<file path="src/rtl/ivt_pkg.sv">
// Package: shared constants and types for the tick interval timer.
// Assumes a 32-bit register word and fixed field positions that software decodes.
package ivt_pkg;
    parameter int DATA_W   = 32;
    parameter int CNT_W    = 29;
    parameter int RUN_BIT  = 31;
    parameter int REP_BIT  = 30;
    parameter int CLR_BIT  = 30;
    parameter int PEND_BIT = 30;
    parameter int TRIG_OFS = 0;
    parameter int STAT_OFS = 4;

    typedef struct packed {
        logic             run;
        logic             rep;
        logic [CNT_W-1:0] count;
    } trig_cfg_t;
endpackage

</file>
<file path="src/rtl/ivt_regs.sv">
// Module: register decode for the interval timer.
// Turns bus writes into load and clear strobes, keeps the repeat flag and the
// start count, and builds the combinational read word. Assumes single-cycle writes.
module ivt_regs
    import ivt_pkg::*;
#(
    parameter int ADDR_W = 4
) (
    input  logic              clk,
    input  logic              rst_n,
    input  logic [ADDR_W-1:0] bus_addr,
    input  logic              bus_we,
    input  logic [DATA_W-1:0] bus_wdata,
    output logic [DATA_W-1:0] bus_rdata,
    output logic              load_stb,
    output trig_cfg_t         load_cfg,
    output logic              clr_stb,
    output logic              rep_q,
    output logic [CNT_W-1:0]  start_q,
    input  logic              run_q,
    input  logic [CNT_W-1:0]  cnt_q,
    input  logic              pend_q
);
    localparam logic [ADDR_W-1:0] TRIG_A = ADDR_W'(TRIG_OFS);
    localparam logic [ADDR_W-1:0] STAT_A = ADDR_W'(STAT_OFS);

    logic unused_wdata;
    assign unused_wdata = ^bus_wdata;

    // Decode: write strobes per register and the fields of a trigger write.
    always_comb begin
        load_stb       = bus_we && (bus_addr == TRIG_A);
        clr_stb        = bus_we && (bus_addr == STAT_A) && bus_wdata[CLR_BIT];
        load_cfg.run   = bus_wdata[RUN_BIT];
        load_cfg.rep   = bus_wdata[REP_BIT];
        load_cfg.count = bus_wdata[CNT_W-1:0];
    end

    // Storage: keep the repeat flag and start count for reload and read-back.
    always_ff @(posedge clk) begin
        if (!rst_n) begin
            rep_q   <= 1'b0;
            start_q <= '0;
        end else if (load_stb) begin
            rep_q   <= load_cfg.rep;
            start_q <= load_cfg.count;
        end
    end

    // Read mux: assemble the addressed word from its fields.
    always_comb begin
        bus_rdata = '0;
        if (bus_addr == TRIG_A) begin
            bus_rdata[RUN_BIT]    = run_q;
            bus_rdata[REP_BIT]    = rep_q;
            bus_rdata[CNT_W-1:0]  = start_q;
        end else if (bus_addr == STAT_A) begin
            bus_rdata[PEND_BIT]   = pend_q;
            bus_rdata[CNT_W-1:0]  = cnt_q;
        end
    end
endmodule

</file>
<file path="src/rtl/ivt_counter.sv">
// Module: countdown core. It loads on a trigger write, decrements once per tick,
// and on the tick at zero either reloads (repeat) or halts (single-shot).
// Assumes a load takes precedence over a tick in the same cycle.
module ivt_counter
    import ivt_pkg::*;
(
    input  logic             clk,
    input  logic             rst_n,
    input  logic             tick_en,
    input  logic             load_stb,
    input  trig_cfg_t        load_cfg,
    input  logic             rep_q,
    input  logic [CNT_W-1:0] start_q,
    output logic             run_q,
    output logic [CNT_W-1:0] cnt_q,
    output logic             expire
);
    logic at_zero;

    // Expiry detect: a running count sees a tick while at zero, with no load.
    always_comb begin
        at_zero = (cnt_q == '0);
        expire  = run_q && tick_en && at_zero && !load_stb;
    end

    // Count state: load, decrement, reload or halt.
    always_ff @(posedge clk) begin
        if (!rst_n) begin
            run_q <= 1'b0;
            cnt_q <= '0;
        end else if (load_stb) begin
            run_q <= load_cfg.run;
            cnt_q <= load_cfg.count;
        end else if (run_q && tick_en) begin
            if (at_zero) begin
                if (rep_q) cnt_q <= start_q;
                else       run_q <= 1'b0;
            end else begin
                cnt_q <= cnt_q - CNT_W'(1);
            end
        end
    end
endmodule

</file>
<file path="src/rtl/ivt_irq.sv">
// Module: sticky interrupt flag. Expiry sets it, a clear strobe drops it,
// and an expiry in the same cycle as a clear keeps it set.
module ivt_irq (
    input  logic clk,
    input  logic rst_n,
    input  logic expire,
    input  logic clr_stb,
    output logic pend_q
);
    // Pending flag: set has priority over clear.
    always_ff @(posedge clk) begin
        if (!rst_n)       pend_q <= 1'b0;
        else if (expire)  pend_q <= 1'b1;
        else if (clr_stb) pend_q <= 1'b0;
    end
endmodule

</file>
<file path="src/rtl/tick_interval_timer.sv">
// Module: top of the tick-driven interval timer. It joins the register decode,
// the countdown core and the interrupt flag. Assumes tick_en is a one-cycle
// strobe produced by an external prescaler.
module tick_interval_timer
    import ivt_pkg::*;
#(
    parameter int ADDR_W = 4
) (
    input  logic              clk,
    input  logic              rst_n,
    input  logic [ADDR_W-1:0] bus_addr,
    input  logic              bus_we,
    input  logic [31:0]       bus_wdata,
    output logic [31:0]       bus_rdata,
    input  logic              tick_en,
    output logic              irq
);
    logic             load_stb;
    trig_cfg_t        load_cfg;
    logic             clr_stb;
    logic             rep_q;
    logic [CNT_W-1:0] start_q;
    logic             run_q;
    logic [CNT_W-1:0] cnt_q;
    logic             pend_q;
    logic             expire;

    ivt_regs #(.ADDR_W(ADDR_W)) u_regs (
        .clk(clk), .rst_n(rst_n), .bus_addr(bus_addr), .bus_we(bus_we),
        .bus_wdata(bus_wdata), .bus_rdata(bus_rdata), .load_stb(load_stb),
        .load_cfg(load_cfg), .clr_stb(clr_stb), .rep_q(rep_q), .start_q(start_q),
        .run_q(run_q), .cnt_q(cnt_q), .pend_q(pend_q)
    );

    ivt_counter u_counter (
        .clk(clk), .rst_n(rst_n), .tick_en(tick_en), .load_stb(load_stb),
        .load_cfg(load_cfg), .rep_q(rep_q), .start_q(start_q),
        .run_q(run_q), .cnt_q(cnt_q), .expire(expire)
    );

    ivt_irq u_irq (
        .clk(clk), .rst_n(rst_n), .expire(expire), .clr_stb(clr_stb), .pend_q(pend_q)
    );

    // Output: the interrupt line follows the pending flag.
    assign irq = pend_q;
endmodule

</file>
<file path="config.mk">
export PLATFORM = sky130hd
export DESIGN_NAME = tick_interval_timer
export DESIGN_NICKNAME = d
export VERILOG_FILES = /design/src/rtl/ivt_pkg.sv /design/src/rtl/ivt_regs.sv /design/src/rtl/ivt_counter.sv /design/src/rtl/ivt_irq.sv /design/src/rtl/tick_interval_timer.sv
export SDC_FILE = /design/constraint.sdc
export NUM_CORES = 1
export LEC_CHECK = 0
export CORE_MARGIN = 2
export CORE_UTILIZATION = 49
export DETAILED_ROUTE_END_ITERATION = 7
export MAX_ROUTING_LAYER = met4
export PLACE_DENSITY = 0.84
export SETUP_SLACK_MARGIN = 0.3
export SKIP_LAST_GASP = 1
export SLEW_MARGIN = 20
export SYNTH_ARGS = -nofsm -noshare
export SYNTH_HDL_FRONTEND = slang
export SYNTH_HIERARCHICAL = 1
export SYNTH_SLANG_ARGS = --single-unit
export TNS_END_PERCENT = 30
</file>
<file path="constraint.sdc">
create_clock -name clk -period 3.1 [get_ports clk]
set_input_delay 0.62 -clock clk [delete_from_list [all_inputs] [get_ports clk]]
set_output_delay 0.62 -clock clk [all_outputs]
set_load 0.02 [all_outputs]
</file>
==> flow_metrics.env, run 1 <==
export IMPL_dpl_worst_slack_ps=-131.1
export IMPL_min_period_over_period=0.9130
export IMPL_required_ps=2480
export IMPL_seq_power_share=0.326
export IMPL_max_cap_violations=0
export IMPL_slowest_stage="clkdlybuf4s50_1"
export IMPL_sw_frac_of_total=0.3375
export IMPL_clockBufferDepth=2
export IMPL_antenna_found_initial=0
export IMPL_via_count=4208
export IMPL_routed_wirelength_um=11810
export IMPL_criticalPathCategory="primary input to primary output"
export IMPL_fin_cells=658
export IMPL_synth_area_per_cell_um2=7.706
export IMPL_worst_r2r_setup_slack_ps=330
export IMPL_setup_slack_ps=269.6
export IMPL_synthCells=510
export IMPL_yosys_warnings=6
export IMPL_numCtsBuffers=9
export IMPL_firstDrtPassIters=5
export IMPL_setup_tns_ps=0
export IMPL_vias_per_cell=6.395
export IMPL_p_int_mw=1.690
export IMPL_cts_tree="yes"
export IMPL_grtUsageTotal=0.2659
export IMPL_crit_fanout=14
export IMPL_startpoint_type="primary input"
export IMPL_grt_overflow=0
export IMPL_routedWlPerCell_um=17.94
export IMPL_status="finished, final reports clean"
export IMPL_clk_pin_slew_ps=70
export IMPL_drc_errors=0
export IMPL_numPortBuffers=70
export IMPL_diodes=0
export IMPL_rows=32
export IMPL_dp_cells=637
export IMPL_finalHoldViolations=0
export IMPL_fin_nets=592
export IMPL_grt_pass1_vias=3681
export IMPL_htree_levels=3
export IMPL_pwr_share_comb=0.357
export IMPL_skew_ps=12.70
export IMPL_fin_crit_ps=2830
export IMPL_io_pins=73
export IMPL_drt_iter0_drc=414
export IMPL_die_area_mm2=0.008753
export IMPL_grt_pass1_wl_um=18130
export IMPL_timing_hold_ws_ps=475.4
export IMPL_worst_pin_slew_ps=625.9
export IMPL_worst_hold_path_type="flop to flop"
export IMPL_cts_sinks=61
export IMPL_clock_latency_ps=340
export IMPL_finalPower_mw=2.550
export IMPL_slew_viol_final=0
export IMPL_placed_cell_area_mm2=0.004544
export IMPL_end_kind="primary output"
export IMPL_power_switching_mw=0.8608
export IMPL_post_route_util=0.6216
export IMPL_fin_area_mm2=0.004828
export IMPL_p_leak_nw=1.849
export IMPL_area_delta_synth_final_pct=22.86
export IMPL_rsz0062_at_grt="true"
export IMPL_power_density_mw_per_mm2=528.2
export IMPL_dp_hpwl_um=7588
export IMPL_finalSetupViolations=0
export IMPL_core_mm2=0.007767
export IMPL_cts_root_buf="clkbuf_8"
export IMPL_critPathArrivalTime_ps=2210
export IMPL_clkPwrFrac=0.316
export IMPL_grt_max_degree=36
export IMPL_die_h_um=93.56
export IMPL_fmax_mhz=353.3
export IMPL_drive_above_1_share=0.1871
export IMPL_die_w_um=93.56
export IMPL_syn_area_mm2=0.003930
export IMPL_detail_route_antenna_nets=0
export IMPL_path_cells="clkdlybuf4s50_1 > nor4b_4 > buf_4 > buf_6 > a22o_1 > clkdlybuf4s15_1"
export IMPL_syn_nets=551
export IMPL_slowest_delay_ps=490
export IMPL_vdd_drop_max_mv=0.2845
export IMPL_place_gp_congestion=0.9276
export IMPL_start_util=0.5060
export IMPL_maxSlewHeadroom=0.5812
==> final timing paths <==
kind                             from                   to  depth (start not counted)
setup reg to reg  u_counter/cnt_q[24]  u_counter/cnt_q[10]                          6
hold reg to reg    u_regs/start_q[26]   u_regs/start_q[26]                          2
hold / removal     u_regs/start_q[26]   u_regs/start_q[26]                          2
setup / recovery          bus_addr[3]         bus_rdata[8]                          6
==> worst max-delay path: cells and delay by family <==
kind	cells	cell delay [ps]
compound gates	1	140
buf+inv	4	1130
simple gates	1	300
==> state kept, by name (all words and copies together), names as in the netlist <==
signal           flops
u_counter/cnt_q     29
u_counter/run_q      1
u_irq/pend_q         1
u_regs/rep_q         1
u_regs/start_q      29
==> power groups by stage <==
stage	Clock, mW	Combinational (mW)	Sequential [mW]
after CTS	0.813	0.847	0.831
after floorplan	0	0.626	0.841
after global routing	0.851	0.970	0.834
after detailed placement	0	0.825	0.848
after global placement	0	0.807	0.847
final	0.807	0.912	0.832
==> timing repair <==
action | in CTS | in global routing
resized for setup | 65 | 49
pin swaps | 2 | 4
cloned | 2 | 1
buffers inserted | 2 | 0
hold buffers | 0 | 0
setup endpoints to repair | 46 | 50
==> cell usage in the layout, fill, tap and decap left out, types with 5 or more instances in the layout <==
master and count:
o21ai_0 57, nor3_1 11, a211oi_1 6, clkbuf_2 15, xor2_1 8, a21oi_1 15, buf_4 26, xnor2_1 5
inv_1 6, clkdlybuf4s15_2 12, nand2_1 54, nand2b_1 5, nor4_1 10, nand4_1 31, nand3_1 11, nor2_1 33
buf_6 5, or4_4 6, a31oi_1 8, o211ai_1 8, a22o_1 30, clkdlybuf4s50_1 37, clkbuf_8 11, dfxtp_1 60
o21ai_1 6
==> per-layer routing <==
layer | part of all wire | global-route usage | wire length [µm] | up-vias
li1 | - | - | - | 1950
met1 | 0.42 | 0.3462 | 5011 | 2006
met2 | 0.47 | 0.4257 | 5540 | 230
met3 | 0.088 | 0.04190 | 1043 | 22
met4 | 0.018 | 0.08575 | 210 | 0
met5 | 0 | - | 0 | -
==> layout make-up <==
class / count / area (µm²)
fill: 700 / 2939
multi-input combinational: 370 / 2322
sequential: 61 / 1222
timing repair buffer: 102 / 904.6
clock buffer: 12 / 155.1
tap: 102 / 127.6
clock inverter: 4 / 70.07
inverter: 7 / 26.28
Note: power is estimated with default switching activity, not from simulation.
==> run 2: changes to the inputs <==
Settings changed: CAP_MARGIN set to 20.
==> results of run 2 <==
The final DEF is identical to that of run 1; final timing and power are the same.
